$ cat src/rtl/dma_pkg.sv
package dma_pkg;
  typedef enum logic [1:0] {ST_IDLE, ST_RUN, ST_RCAP, ST_RSEND} dma_state_t;

  // lane enables for one element: whole word, or the lane chosen by address bit 0
  function automatic logic [1:0] lane_enable(input logic is_word, input logic odd);
    if (is_word) return 2'b11;
    return odd ? 2'b10 : 2'b01;
  endfunction

  function automatic logic [7:0] pick_byte(input logic [15:0] w, input logic odd);
    return odd ? w[15:8] : w[7:0];
  endfunction
endpackage

$ cat src/rtl/dma_span.sv
module dma_span #(
  parameter int AW = 18,
  parameter int CW = 16,
  parameter int MEM_BYTES = 4096
) (
  input  logic          word_mode,
  input  logic          use_map,
  input  logic [AW-1:0] addr_in,
  input  logic [CW-1:0] count_in,
  output logic [AW-1:0] addr_al,
  output logic [CW-1:0] run_bytes,
  output logic [CW-1:0] tail_bytes
);
  localparam int EW = ((AW > CW) ? AW : CW) + 2;

  logic [CW-1:0] cnt_al;
  logic [EW-1:0] first, last, limit;

  always_comb begin
    addr_al = word_mode ? {addr_in[AW-1:1], 1'b0} : addr_in;
    cnt_al  = word_mode ? {count_in[CW-1:1], 1'b0} : count_in;
    first   = EW'(addr_al);
    last    = EW'(addr_al) + EW'(cnt_al);
    limit   = EW'(MEM_BYTES);
    if (use_map || last <= limit) begin
      run_bytes  = cnt_al;
      tail_bytes = '0;
    end else if (first < limit) begin
      run_bytes  = CW'(limit - first);
      tail_bytes = CW'(last - limit);
    end else begin
      run_bytes  = '0;
      tail_bytes = cnt_al;
    end
  end
endmodule

$ cat src/rtl/dma_lane.sv
module dma_lane (
  input  logic        is_word,
  input  logic        wr_odd,
  input  logic        rd_odd,
  input  logic [15:0] src_word,
  input  logic [15:0] mem_word,
  output logic [1:0]  wr_be,
  output logic [15:0] wr_data,
  output logic [15:0] rd_data
);
  import dma_pkg::*;

  always_comb begin
    wr_be   = lane_enable(is_word, wr_odd);
    wr_data = is_word ? src_word : {src_word[7:0], src_word[7:0]};
    rd_data = is_word ? mem_word : {8'h00, pick_byte(mem_word, rd_odd)};
  end
endmodule

$ cat src/rtl/dma_xfer_engine.sv
module dma_xfer_engine #(
  parameter int AW = 18,
  parameter int PW = 22,
  parameter int CW = 16,
  parameter int MEM_BYTES = 4096,
  localparam int MWA = $clog2(MEM_BYTES) - 1
) (
  input  logic           clk,
  input  logic           rst_n,
  input  logic           start,
  input  logic           dir_to_mem,
  input  logic           word_mode,
  input  logic           use_map,
  input  logic [AW-1:0]  bus_addr,
  input  logic [CW-1:0]  byte_count,
  output logic [AW-1:0]  map_addr,
  input  logic [PW-1:0]  map_phys,
  output logic           mem_en,
  output logic           mem_we,
  output logic [1:0]     mem_be,
  output logic [MWA-1:0] mem_addr,
  output logic [15:0]    mem_wdata,
  input  logic [15:0]    mem_rdata,
  input  logic           src_valid,
  input  logic [15:0]    src_data,
  output logic           src_ready,
  output logic           dst_valid,
  output logic [15:0]    dst_data,
  input  logic           dst_ready,
  output logic           busy,
  output logic           done,
  output logic [CW-1:0]  residual
);
  import dma_pkg::*;

  dma_state_t    st;
  logic [AW-1:0] cur;
  logic [CW-1:0] left, tail;
  logic          dir_r, word_r, map_r, rd_odd_r;
  logic [15:0]   hold;

  logic [AW-1:0] start_addr;
  logic [CW-1:0] start_run, start_tail;

  dma_span #(.AW(AW), .CW(CW), .MEM_BYTES(MEM_BYTES)) u_span (
    .word_mode (word_mode),
    .use_map   (use_map),
    .addr_in   (bus_addr),
    .count_in  (byte_count),
    .addr_al   (start_addr),
    .run_bytes (start_run),
    .tail_bytes(start_tail)
  );

  // named internal events
  logic [PW-1:0] acc_phys;
  logic          nxm_hit, at_end, finish, wr_fire, rd_issue, advance, accept;
  logic [1:0]    lane_be;
  logic [15:0]   lane_wdata, lane_rdata;

  always_comb begin
    acc_phys = map_r ? map_phys : PW'(cur);
    nxm_hit  = map_r && (acc_phys >= PW'(MEM_BYTES));
    at_end   = (left == '0);
    finish   = (st == ST_RUN) && (at_end || nxm_hit);
    wr_fire  = (st == ST_RUN) && !finish && dir_r && src_valid;
    rd_issue = (st == ST_RUN) && !finish && !dir_r;
    advance  = wr_fire || (st == ST_RCAP);
    accept   = (st == ST_IDLE) && start;
  end

  dma_lane u_lane (
    .is_word (word_r),
    .wr_odd  (acc_phys[0]),
    .rd_odd  (rd_odd_r),
    .src_word(src_data),
    .mem_word(mem_rdata),
    .wr_be   (lane_be),
    .wr_data (lane_wdata),
    .rd_data (lane_rdata)
  );

  always_ff @(posedge clk) begin
    if (!rst_n) begin
      st       <= ST_IDLE;
      cur      <= '0;
      left     <= '0;
      tail     <= '0;
      dir_r    <= 1'b0;
      word_r   <= 1'b0;
      map_r    <= 1'b0;
      rd_odd_r <= 1'b0;
      hold     <= '0;
      done     <= 1'b0;
      residual <= '0;
    end else begin
      done <= 1'b0;
      if (accept) begin
        st     <= ST_RUN;
        cur    <= start_addr;
        left   <= start_run;
        tail   <= start_tail;
        dir_r  <= dir_to_mem;
        word_r <= word_mode;
        map_r  <= use_map;
      end
      if (finish) begin
        st       <= ST_IDLE;
        done     <= 1'b1;
        residual <= left + tail;
      end
      if (rd_issue) begin
        st       <= ST_RCAP;
        rd_odd_r <= acc_phys[0];
      end
      if (st == ST_RCAP) begin
        hold <= lane_rdata;
        st   <= ST_RSEND;
      end
      if (st == ST_RSEND && dst_ready) st <= ST_RUN;
      if (advance) begin
        cur  <= cur + (word_r ? AW'(2) : AW'(1));
        left <= left - (word_r ? CW'(2) : CW'(1));
      end
    end
  end

  assign map_addr  = cur;
  assign mem_en    = wr_fire || rd_issue;
  assign mem_we    = wr_fire;
  assign mem_be    = wr_fire ? lane_be : 2'b11;
  assign mem_addr  = acc_phys[MWA:1];
  assign mem_wdata = lane_wdata;
  assign src_ready = wr_fire;
  assign dst_valid = (st == ST_RSEND);
  assign dst_data  = hold;
  assign busy      = (st != ST_IDLE);

  AST_DONE_PULSE: assert property (@(posedge clk) disable iff (!rst_n)
    done |=> !done);
  AST_DONE_IDLE: assert property (@(posedge clk) disable iff (!rst_n)
    done |-> !busy);
  AST_BYTE_ONE_LANE: assert property (@(posedge clk) disable iff (!rst_n)
    (mem_en && mem_we && !word_r) |-> ($countones(mem_be) == 1));
  AST_NO_ACCESS_BEYOND: assert property (@(posedge clk) disable iff (!rst_n)
    mem_en |-> (acc_phys < PW'(MEM_BYTES)));
  AST_SRC_ONLY_ON_WRITE: assert property (@(posedge clk) disable iff (!rst_n)
    src_ready |-> (dir_r && mem_en && mem_we));
  AST_START_IGNORED: assert property (@(posedge clk) disable iff (!rst_n)
    (busy && start) |=> ($stable(dir_r) && $stable(word_r) && $stable(map_r)));
  AST_DST_HOLD: assert property (@(posedge clk) disable iff (!rst_n)
    (dst_valid && !dst_ready) |=> (dst_valid && $stable(dst_data)));
endmodule

$ cat config.mk
export PLATFORM = sky130hd
export DESIGN_NAME = dma_xfer_engine
export DESIGN_NICKNAME = d
export VERILOG_FILES = /design/src/rtl/dma_pkg.sv /design/src/rtl/dma_span.sv /design/src/rtl/dma_lane.sv /design/src/rtl/dma_xfer_engine.sv
export SDC_FILE = /design/constraint.sdc
export NUM_CORES = 1
export LEC_CHECK = 0
export BUFFER_PORTS_ARGS = -buffer_cell sky130_fd_sc_hd__buf_4
export CAP_MARGIN = 10
export CORE_UTILIZATION = 54
export CTS_CLUSTER_SIZE = 28
export DETAILED_ROUTE_END_ITERATION = 10
export PLACE_DENSITY = 0.82
export SLEW_MARGIN = 20
export SYNTH_ARGS = -nofsm -noshare
export SYNTH_HDL_FRONTEND = slang
export SYNTH_SLANG_ARGS = --single-unit
$ cat constraint.sdc
create_clock -name clk -period 6.8 [get_ports clk]
set_input_delay 1.36 -clock clk [delete_from_list [all_inputs] [get_ports clk]]
set_output_delay 1.36 -clock clk [all_outputs]
set_load 0.05 [all_outputs]
Yosys cells after proc, flatten, opt, wreduce, memory -nomap -nowiden
Index checks and enable logic that the tools add are counted.

word-level totals
  logic and storage cells = 73
  bits of input ports = 96
  bits in registers = 89

operators by class
  $add $sub $neg = 6
  magnitude comparators = 3
  multiplexer cells = 27
  bitwise operators = 1
  reduce and logical (&&, ||, !) cells = 21
  equal/unequal tests = 3

operator list
  kind                    number
  $mux 16                 8
  $mux 18                 2
  $ge 22x13->1 const B    1
  $mux 22                 1
  $mux 2                  10
  $add 18x16->19          1
  $le 19x13->1 const B    1
  $add 18x2->18           1
  $lt 18x13->1 const B    1
  $add 16x16->16          1
  $logic_not 16->1        1
  $sub 13x16->16 const A  1
  $sub 16x13->16 const B  1
  $sub 16x2->16           1
  $logic_and 1x1->1       8
  $mux 8                  1
  $mux 1                  5
  $reduce_bool 5->1       1
  $eq 2x2->1 const B      2
  $logic_or 1x1->1        4
  $reduce_bool 2->1       2
  $reduce_bool 4->1       1
  $eq 2x1->1 const B      1
  $logic_not 1->1         2
  other kinds (3)         3

Longest topological paths before layout
Gate-level depths: netlist (run 1).

  depth after elaboration = 11
  depth in mapped cells = 21
  gate-level depth less buffers = 19

Cells and area by module
From an unflattened synthesis (run 1), not the netlist that was laid out.

second synthesis, totals
  cell total of the unflattened synthesis = 907
  area, all modules = 7038.0 µm²

by module, submodules not included
  module           area an instance (µm²)  times used  seq. area each (µm²)  cells an instance
  dma_xfer_engine  4892.2                  1           1781.7                618
  dma_span         1773.0                  1           0.0                   251
  dma_lane         372.9                   1           0.0                   38

Worst setup path after synthesis (run 1)
Ideal clock, no wire load.

  path type = input -> register
  start = input port word_mode
  end = register left[0]
  path buffers = 2
  library setup time = 130 ps
  stages on the path = 21
  arrival time = 5108 ps
  data required time = 6670 ps
  setup slack = 1562 ps
  cell sequence = nand2b_1 > inv_1 > ha_1 > fa_1 > a21o_1 > a22o_4 > o311ai_4 > o21ai_2 > a2111o_1 > inv_1 > ha_1 > nand3_1 > nor3b_1 > o2111ai_1 > nor4_1 > a221oi_2 > nor3_1 > buf_2 > buf_2 > mux2i_1 > o32ai_1

on the way
  longest elaborated chain between the ends = 7

ends and longest elaborated chain
  item                              RTL line                        source
  from (decl)                       dma_xfer_engine.sv:12           input logic word_mode,
  $mux 1, on equally long branches  dma_span.sv:20, dma_span.sv:21
  $add 18x16->19                    dma_span.sv:23                  last = EW'(addr_al) + EW'(cnt_al);
  $le 19x13->1                      dma_span.sv:25                  if (use_map || last <= limit) begin
  $logic_or 1x1->1                  dma_span.sv:25
  $mux 16 (*)                       dma_span.sv:25
  $mux 16 (*)                       dma_xfer_engine.sv:98           if (accept) begin
  $mux 16 (*)                       dma_xfer_engine.sv:121          if (advance) begin
  to (signal assigned)              dma_xfer_engine.sv:101          left <= start_run;
  to (signal assigned)              dma_xfer_engine.sv:123          left <= left - (word_r ? CW'(2) : CW'(1));
  to (decl)                         dma_xfer_engine.sv:38           logic [CW-1:0] left, tail;

Every way passes the cells marked *; elsewhere a longest branch is shown, timed or not. The select of a mux whose other input is x is not followed.
A chain may end at the register's enable or synchronous reset.

Worst setup path after layout (run 1)
Ends and elaborated chain as after synthesis.

==> results of run 1 <==
-- layer usage --
| layer | vias to the layer above | part of all wire, % |
|---|---|---|
| met2 | 307 | 48 |
| met4 | 0 | 3.3 |
| met1 | 3257 | 40 |
| met5 | - | 0 |
| met3 | 54 | 8.7 |
| li1 | 3424 | - |
-- power by group through the flow --
stage | logic, uW | registers, uW | clock network (uW)
6_report | 808 | 637 | 508
4_1_cts | 802 | 636 | 509
3_5_place_dp | 797 | 647 | 0
2_1_floorplan | 493 | 714 | 0
3_3_place_gp | 789 | 645 | 0
5_1_grt | 868 | 645 | 533
-- worst max-delay path, stage by stage --
cell and delay, ns:
buf_4 0.09, nand2b_1 0.15, inv_1 0.06, ha_1 0.24
fa_1 0.43, a21o_1 0.21, a22o_4 0.27, o311ai_4 0.30
o21ai_2 0.14, a2111o_1 0.40, inv_1 0.09, ha_1 0.13
nand3_1 0.09, nor3b_1 0.21, o2111ai_1 0.13, nor4_1 0.33
a221oi_2 0.13, nor3_2 0.12, buf_4 0.38, mux2i_1 0.27
o32ai_1 0.11
-- worst max path at each step --
stage                             start  cells past startpoint              endpoint  slack, ns
after detailed placement      word_mode                     21  left[0]$_SDFFE_PN0P_       1.04
after floorplan               word_mode                     21  left[0]$_SDFFE_PN0P_       1.56
after global placement    byte_count[0]                     21  left[0]$_SDFFE_PN0P_       1.16
final                         word_mode                     21  left[0]$_SDFFE_PN0P_       1.34
after global routing          word_mode                     21  left[0]$_SDFFE_PN0P_       1.05
after CTS                     word_mode                     21  left[0]$_SDFFE_PN0P_       1.39
-- state kept, by name, summed over array words and instances (netlist names) --
signal / count
word_r: 1
dir_r: 1
tail: 16
dst_data: 16
residual: 16
map_r: 1
left: 16
map_addr: 18
rd_odd_r: 1
done: 1
st: 2
-- area by class of cell --
class,count,area share [%]
clock buffer,10,2.80
clock inverter,6,0.796
inverter,28,1.29
multi-input combinational,684,54.0
sequential,89,21.8
tap,143,2.19
timing repair buffer,187,17.2
-- synth_stat cells (all sizes together) (19+ instances only) --
master and count:
o21ai 36, nor3 22, or3 21, ha 38, a21oi 86, nor2 74, nand2 108, nand3 34
inv 28, clkbuf 45, xnor2 21, dfxtp 89, mux2 19
-- metrics by stage --
step	instances	hold slack (ns)	area, sq um	utilization [%]
floorplan	863	0.436	6570	-
global placement	1131	0.441	7880	67.9
detailed placement	1131	0.446	7880	67.9
CTS	1147	0.455	8170	70.4
global route	1147	0.475	8170	70.4
finish	1147	0.453	8170	70.4
-- cells by family (layout without fill, tap and decap cells) --
| group | Yosys count | count (layout) | share of synthesized area (%) |
|---|---|---|---|
| mux | 37 | 37 | 6.00 |
| fa+ha+maj | 42 | 42 | 8.46 |
| xor+xnor | 32 | 32 | 4.27 |
| buf+inv | 90 | 231 | 5.81 |
| flops | 89 | 89 | 27.1 |
| simple gates | 342 | 342 | 25.2 |
| compound gates | 231 | 231 | 23.2 |
==> flow_summary.yaml, run 1 <==
clock_tree:
  root_buffer: "clkbuf_16"
  clock_sinks: 89
  cts_tree: "done"
  clock_latency_ns: 0.35
  cts.path.max_buffers: 2
  cts.clk_slew.worst_paths_ns: 0.07
  cts_resized: 0
  cts_setup_buffers: 0
  htreeDepth: 3
  cts_buffers: 9
  postCtsHoldBufs: 0
detailed_routing:
  wl_per_cell_microns: 18.3
  drt_first_iter_violations: 574
  dr.pass1.iters: 9
  ant_nets: 0
  wl_microns: 21000
  drc: 20
  via_per_inst: 6.14
  num_vias: 7042
logic_synthesis:
  async_reset_ff_share_pct: 0
  ys.flop_type: "dfxtp_1"
  synth-edff-count: 0
  synth_top_area_cell: "dfxtp_1"
  yosysWarnings: 0
  synth_seq_area_share_pct: 27.1
  synth_nets: 1001
  synth-seq-cells: 89
  ys_types: 69
  yosys.area.top_type_share_pct: 27.1
  avgSynthCellArea_sq_um: 7.61
  synth_area_leaders: "dfxtp_1 (27%), ha_1 (7.2%), a21oi_1 (6.6%)"
  synth_cells: 863
  synthesis.area_sq_um: 6570
setup_path:
  worstSetupStartpointType: "input pin"
  critPathMaxFanout: 38
  worstPathRequired_ns: 7.00
  r2r-start: "left[8]$_SDFFE_PN0P_"
  path_class: "in2reg"
  crit_path_end_kind: "flip-flop"
  rrSetupSlack_ns: 2.62
  r2r_end: "left[8]$_SDFFE_PN0P_"
  reg2reg_depth: 8
  critPathArrivalTime_ns: 5.65
power_and_ir_drop:
  p_per_area_nw_per_um2: 239
  ir_worst_vdd_mv: 0.176
  pwr-share-seq_pct: 32.6
  power_uw: 1950
  p_int_uw: 1150
  switching_power_uw: 800
  switching_share_pct: 41.0
  leakagePower_uw: 0.00349
  pwr-share-comb_pct: 41.3
  p_clk_share_pct: 26.0
hold_path:
  min_from: "residual[2]$_SDFFE_PN0P_"
  hp-class: "reg2reg"
  whs_endpoint: "residual[2]$_SDFFE_PN0P_"
  holdPathStages: 2
global_route:
  grt_max_degree: 60
  first_global_vias: 6483
  use_met3_pct: 6.10
  grtUsageMet2_pct: 58.1
  grt_busiest_layer: "met2"
  antenna_found_initial: 0
  grt_pass1_wl_microns: 33000
  grt-ovfl-total: 0
  met1_usage_pct: 40.5
  grt_use_total_pct: 33.2
placed_design:
  io_buffer_count: 180
  globalplace.congestion: 0.950
  dp_hpwl_microns: 16000
  dp_slack_ns: 1.04
floorplan:
  die_area_sq_um: 12600
  start_util_pct: 56.6
  num_rows: 39
  die_width_microns: 112
  die_h_microns: 112
  ioPinCount: 181
  core_area_sq_um: 11600
timing:
  worst_pin_slew_ns: 0.998
  timing_hold_violations_final: 0
  post-route-period-util_pct: 80.3
  fin_skew_ns: 0.00740
  maxSlewViolCount: 0
  setup_violations: 0
  fin_crit_ns: 5.46
  max_freq_mhz: 183
  max_slew_margin_pct: 33.5
  setup_ws_ns: 1.34
  rsz0062_at_grt: "false"
  tns_ns: 0
outcome:
  status: "finished, violations left"
  violations: "DRC"
layout:
  n_fill_cell: 1019
  final_net_count: 1137
  layout_common_cells: "buf_4 (187), nand2_1 (108), dfxtp_1 (89)"
  drive_gt1_share_pct: 23.5
  final_common_cell: "buf_4"
  ff_latch_area_sq_um: 1780
  multi_input_area_sq_um: 4410
  diodes: 0
  syn_to_final_growth_pct: 24.4
job:
  drv_cap: 0
Note: power is estimated with default switching activity, not from simulation.
==> run 2: changes to the inputs <==
- ABC_AREA: default -> 1
- CORE_UTILIZATION: 54 -> 49
- PLACE_DENSITY: 0.82 -> 0.77
- clock period: 6.8 -> 5 ns (I/O delays scaled with it)
==> flow_summary.yaml, run 2 <==
setup_path:
  worstSetupStartpointType: "input pin"
  critPathMaxFanout: 18
  crit_path_end_kind: "flip-flop"
  critPathArrivalTime_ns: 4.05
  slowest_delay_ns: 0.41
  worstPathRequired_ns: 5.23
  crit_top_cell: "nand2_2"
  crit_slowest_cell: "fa_1"
  crit_buf_inv: 4
  critPathTopFamily: "simple AND/OR/NAND/NOR gates"
  path_class: "in2reg"
floorplan:
  start_util_pct: 50.9
  die_h_microns: 123
  core_area_sq_um: 14100
  die_width_microns: 123
  die_area_sq_um: 15100
  num_rows: 43
  ioPinCount: 181
placed_design:
  io_buffer_count: 180
  dp_hpwl_microns: 17600
  dp_slack_ns: 0.835
  globalplace.congestion: 0.972
clock_tree:
  cts_resized: 0
  cts.path.max_buffers: 2
  clock_sinks: 89
  clock_latency_ns: 0.35
  cts_buffers: 9
  htreeDepth: 3
  cts_setup_buffers: 0
  root_buffer: "clkbuf_16"
  cts_tree: "done"
  postCtsHoldBufs: 0
  cts.clk_slew.worst_paths_ns: 0.07
outcome:
  status: "complete, no violations"
global_route:
  grt_max_degree: 58
  antenna_found_initial: 0
  grt_pass1_wl_microns: 34900
  grt_use_total_pct: 29.8
  grt-ovfl-total: 0
  first_global_vias: 6941
timing:
  max_slew_margin_pct: 40.8
  max_freq_mhz: 261
  rsz0062_at_grt: "false"
  post-route-period-util_pct: 76.5
  worst_pin_slew_ns: 0.886
  timing_hold_violations_final: 0
  tns_ns: 0
  fin_crit_ns: 3.83
  maxSlewViolCount: 0
  setup_ws_ns: 1.17
  fin_skew_ns: 0.00753
  setup_violations: 0
layout:
  final_common_cell: "nand2_1"
  syn_to_final_growth_pct: 23.2
  diodes: 0
  drive_gt1_share_pct: 19.1
  ff_latch_area_sq_um: 1780
  final_net_count: 1434
  largest_reg_flops: 18
  layout_common_cells: "nand2_1 (303), buf_4 (184), inv_1 (142)"
  n_fill_cell: 1389
  multi_input_area_sq_um: 4580
power_and_ir_drop:
  switching_share_pct: 51.7
  leakagePower_uw: 0.00448
  p_clk_share_pct: 16.3
  p_int_uw: 2120
  ir_worst_vdd_mv: 0.206
  switching_power_uw: 2280
  pwr-share-comb_pct: 57.5
  pwr-share-seq_pct: 26.2
  p_per_area_nw_per_um2: 498
detailed_routing:
  via_per_inst: 5.43
  drc: 0
  ant_nets: 0
  num_vias: 8036
  wl_microns: 22600
  drt_first_iter_violations: 714
  dr.pass1.iters: 5
  wl_per_cell_microns: 15.3
logic_synthesis:
  synth_nets: 1289
  synth.top_cells.by_count: "nand2_1 (303), inv_1 (142), o21ai_0 (106)"
  avgSynthCellArea_sq_um: 6.24
  synth_most_common_cell: "nand2_1"
  synth_cells: 1151
  synth_area_leaders: "dfxtp_1 (25%), nand2_1 (16%), inv_1 (7.4%)"
  synth_seq_area_share_pct: 24.8
  ys_types: 44
  async_reset_ff_share_pct: 0
  yosysWarnings: 0
  synth-seq-cells: 89
  synthesis.area_sq_um: 7180
  yosys.area.top_type_share_pct: 24.8
  ys.flop_type: "dfxtp_1"
  synth_top_area_cell: "dfxtp_1"
  synth-edff-count: 0
job:
  drv_cap: 0
hold_path:
  hp-class: "reg2reg"
run 2: metal layers:
metal  share of wire (%)  track usage, %  up-vias
met5                   0               0        -
met4                 2.5            10.4        0
met3                 6.8            4.06       45
met2                  47            50.3      291
met1                  43            38.9     3670
li1                    -               -     4030
run 2: cell families (layout without fill, tap and decap cells):
kind of cell / Yosys count / in the layout / synth area share (%)
buffers and inverters: 199 / 349 / 11.4
xor gates and xnor gates: 37 / 37 / 4.52
and+or+nand+nor: 546 / 546 / 33.5
DFF: 89 / 89 / 24.8
AOI/OAI and AO/OA: 238 / 238 / 18.1
adders and majority gates: 42 / 42 / 7.74
run 2: layout make-up:
class                      count  share of cell area (%)
timing repair buffer         184                    15.6
clock inverter                 6                   0.835
sequential                    89                    20.2
multi-input combinational    863                    51.8
clock buffer                  10                    2.70
tap                          180                    2.55
inverter                     149                    6.35
run 2: path summary, 6_finish.rpt:
check                             from                   endpoint  slack [ns]  cells past startpoint
max reg2reg        word_r$_SDFFE_PN0P_  map_addr[16]$_SDFFE_PN0P_        1.59                     14
min          dst_data[14]$_SDFFE_PN0P_  dst_data[14]$_SDFFE_PN0P_        0.47                      2
min reg2reg  dst_data[14]$_SDFFE_PN0P_  dst_data[14]$_SDFFE_PN0P_        0.47                      2
max                          word_mode      tail[14]$_SDFFE_PN0P_        1.17                     27
run 2: power groups by stage:
stage	registers, uW	clock network [uW]	logic [uW]
6_report	1150	718	2530
5_1_grt	1180	759	2770
4_1_cts	1150	728	2520
3_5_place_dp	1160	0	2510
3_3_place_gp	1160	0	2480
2_1_floorplan	1430	0	1560
run 2: tightest hold or removal path: stages, from the launching register on:
cell and delay (ns):
dfxtp_1 0.31, nand2_1 0.06, a21oi_1 0.05
run 2: through the flow:
stage / util [%] / hold WS, ns / total power, uW / cells / cell area [sq um]
global placement: 60.5 / 0.453 / 3640 / 1465 / 8530
floorplan: - / 0.449 / 2990 / 1151 / 7180
finish: 62.7 / 0.470 / 4400 / 1481 / 8840
global route: 62.7 / 0.485 / 4720 / 1481 / 8840
CTS: 62.7 / 0.470 / 4400 / 1481 / 8840
detailed placement: 60.5 / 0.459 / 3670 / 1465 / 8530
==> run 3: changes to the inputs <==
- clock period: 5 -> 3.45 ns (I/O delays scaled with it)
==> flow_summary.yaml, run 3 (synthesized netlist as in run 2, its figures left out) <==
detailed_routing:
  wl_microns: 22900
  dr.pass1.iters: 7
  num_vias: 8111
  wl_per_cell_microns: 15.2
  drc: 0
  via_per_inst: 5.38
  ant_nets: 0
  drt_first_iter_violations: 670
global_route:
  grt-ovfl-total: 0
  grt_max_degree: 57
  grt_use_total_pct: 30.0
  antenna_found_initial: 0
  first_global_vias: 7035
  grt_pass1_wl_microns: 35300
clock_tree:
  root_buffer: "clkbuf_16"
  cts.path.max_buffers: 2
  cts_buffers: 9
  clock_sinks: 89
  cts.clk_slew.worst_paths_ns: 0.07
  clock_latency_ns: 0.35
  cts_tree: "done"
  postCtsHoldBufs: 0
  htreeDepth: 3
floorplan:
  die_width_microns: 123
  die_h_microns: 123
  core_area_sq_um: 14100
  ioPinCount: 181
  die_area_sq_um: 15100
  num_rows: 43
  start_util_pct: 50.9
outcome:
  status: "complete, no violations"
hold_path:
  hp-class: "reg2reg"
  whs_endpoint: "dst_data[8]$_SDFFE_PN0P_"
  holdPathStages: 2
  min_from: "dst_data[8]$_SDFFE_PN0P_"
power_and_ir_drop:
  leakagePower_uw: 0.00463
  p_clk_share_pct: 15.4
  switching_share_pct: 52.0
  switching_power_uw: 3340
  p_int_uw: 3080
  pwr-share-comb_pct: 59.2
  pwr-share-seq_pct: 25.4
  p_per_area_nw_per_um2: 705
  power_uw: 6420
  ir_worst_vdd_mv: 0.309
layout:
  syn_to_final_growth_pct: 26.8
  diodes: 0
  drive_gt1_share_pct: 21.5
  layout_common_cells: "nand2_1 (301), buf_4 (207), inv_1 (140)"
  fin_cells: 1508
  largest_reg_flops: 18
  final_net_count: 1461
  final_common_cell: "nand2_1"
setup_path:
  path_class: "in2reg"
  critPathArrivalTime_ns: 3.45
  reg2reg_depth: 15
  crit_path_end_kind: "flip-flop"
  r2r-start: "word_r$_SDFFE_PN0P_"
  rrSetupSlack_ns: 0.77
  r2r_end: "map_addr[16]$_SDFFE_PN0P_"
  worstPathRequired_ns: 3.73
  worstSetupStartpointType: "input pin"
  critPathMaxFanout: 6
timing:
  maxSlewViolCount: 0
  max_freq_mhz: 316
  fin_skew_ns: 0.00695
  worst_pin_slew_ns: 0.886
  max_slew_margin_pct: 40.8
  fin_crit_ns: 3.17
  post-route-period-util_pct: 91.8
  tns_ns: 0
  setup_violations: 0
  setup_ws_ns: 0.284
  hold_slack_ns: 0.471
  timing_hold_violations_final: 0
placed_design:
  dp_slack_ns: -0.142
  dp.cells: 1487
  globalplace.congestion: 0.982
  io_buffer_count: 180
  dp_hpwl_microns: 17700
job:
  drv_cap: 0
## run 3: cell count changes in the layout (fill, tap and decap cells not counted), sizes merged
cell,change
buf,+25
bufinv,-1
clkbuf,+1
clkinv,+1
clkinvlp,-2
inv,+2
nand2,+1
## run 3: stage by stage
step,util (%),instance area [sq um]
finish,64.6,9100
global route,64.6,9100
CTS,63.9,9000
detailed placement,61.8,8710
global placement,61.8,8710
floorplan,-,7180
## run 3: worst max-delay path, cell delays in order
cell	delay, ns
buf_4	0.10
inv_1	0.06
nand2_2	0.07
inv_2	0.05
ha_4	0.16
fa_2	0.39
nand2_1	0.08
nand2_2	0.09
nand3_2	0.10
nand2_2	0.06
nand2_2	0.07
nand3_2	0.06
nand2_2	0.07
ha_1	0.14
nand3_1	0.07
nor2_1	0.09
nand3_1	0.07
nor2_1	0.08
nand3_1	0.07
nor2_1	0.09
nand2_1	0.06
nand2_2	0.07
nand2_4	0.10
clkbuf_16	0.18
nand3_1	0.07
nand3_1	0.11
a21oi_2	0.15
## run 3: repair_timing
| action | 4_1_cts | 5_1_grt |
|---|---|---|
| endpoints found under the setup margin | 0 | 30 |
| buffers inserted | 0 | 3 |
| resized for setup | 0 | 13 |
## run 3: how the worst max path moves through the flow
stage / start / depth (start not counted) / end / slack, ns
global route: word_mode / 27 / left[11]$_SDFFE_PN0P_ / -0.06
detailed placement: word_mode / 27 / left[5]$_SDFFE_PN0P_ / -0.14
floorplan: word_mode / 27 / left[10]$_SDFFE_PN0P_ / 0.14
global placement: word_mode / 27 / left[10]$_SDFFE_PN0P_ / -0.03
CTS: word_mode / 27 / left[5]$_SDFFE_PN0P_ / 0.21
finish: word_mode / 27 / left[11]$_SDFFE_PN0P_ / 0.28
## run 3: final cells by class
cell class	instances	area, sq um
well taps	180	225
fillers	1340	4990
flip-flops and latches	89	1780
multi-input cells	864	4620
repair buffers	210	1610
inverters	149	564
clock inverters	6	57.6
clock buffers	10	239
## run 3: layer usage
layer	wire, microns	part of all wire [%]	global-route usage (%)
met1	9800	43	39.5
met2	10500	46	50.1
met3	1840	8.0	3.87
met4	718	3.1	11.0
met5	0	0	0
## run 3: power groups by stage
| stage | combinational, uW | sequential (uW) | clock [uW] |
|---|---|---|---|
| after floorplan | 2260 | 2070 | 0 |
| after global placement | 3690 | 1640 | 0 |
| after detailed placement | 3730 | 1650 | 0 |
| after CTS | 3760 | 1630 | 999 |
| after global routing | 4160 | 1680 | 1040 |
| final | 3800 | 1630 | 990 |
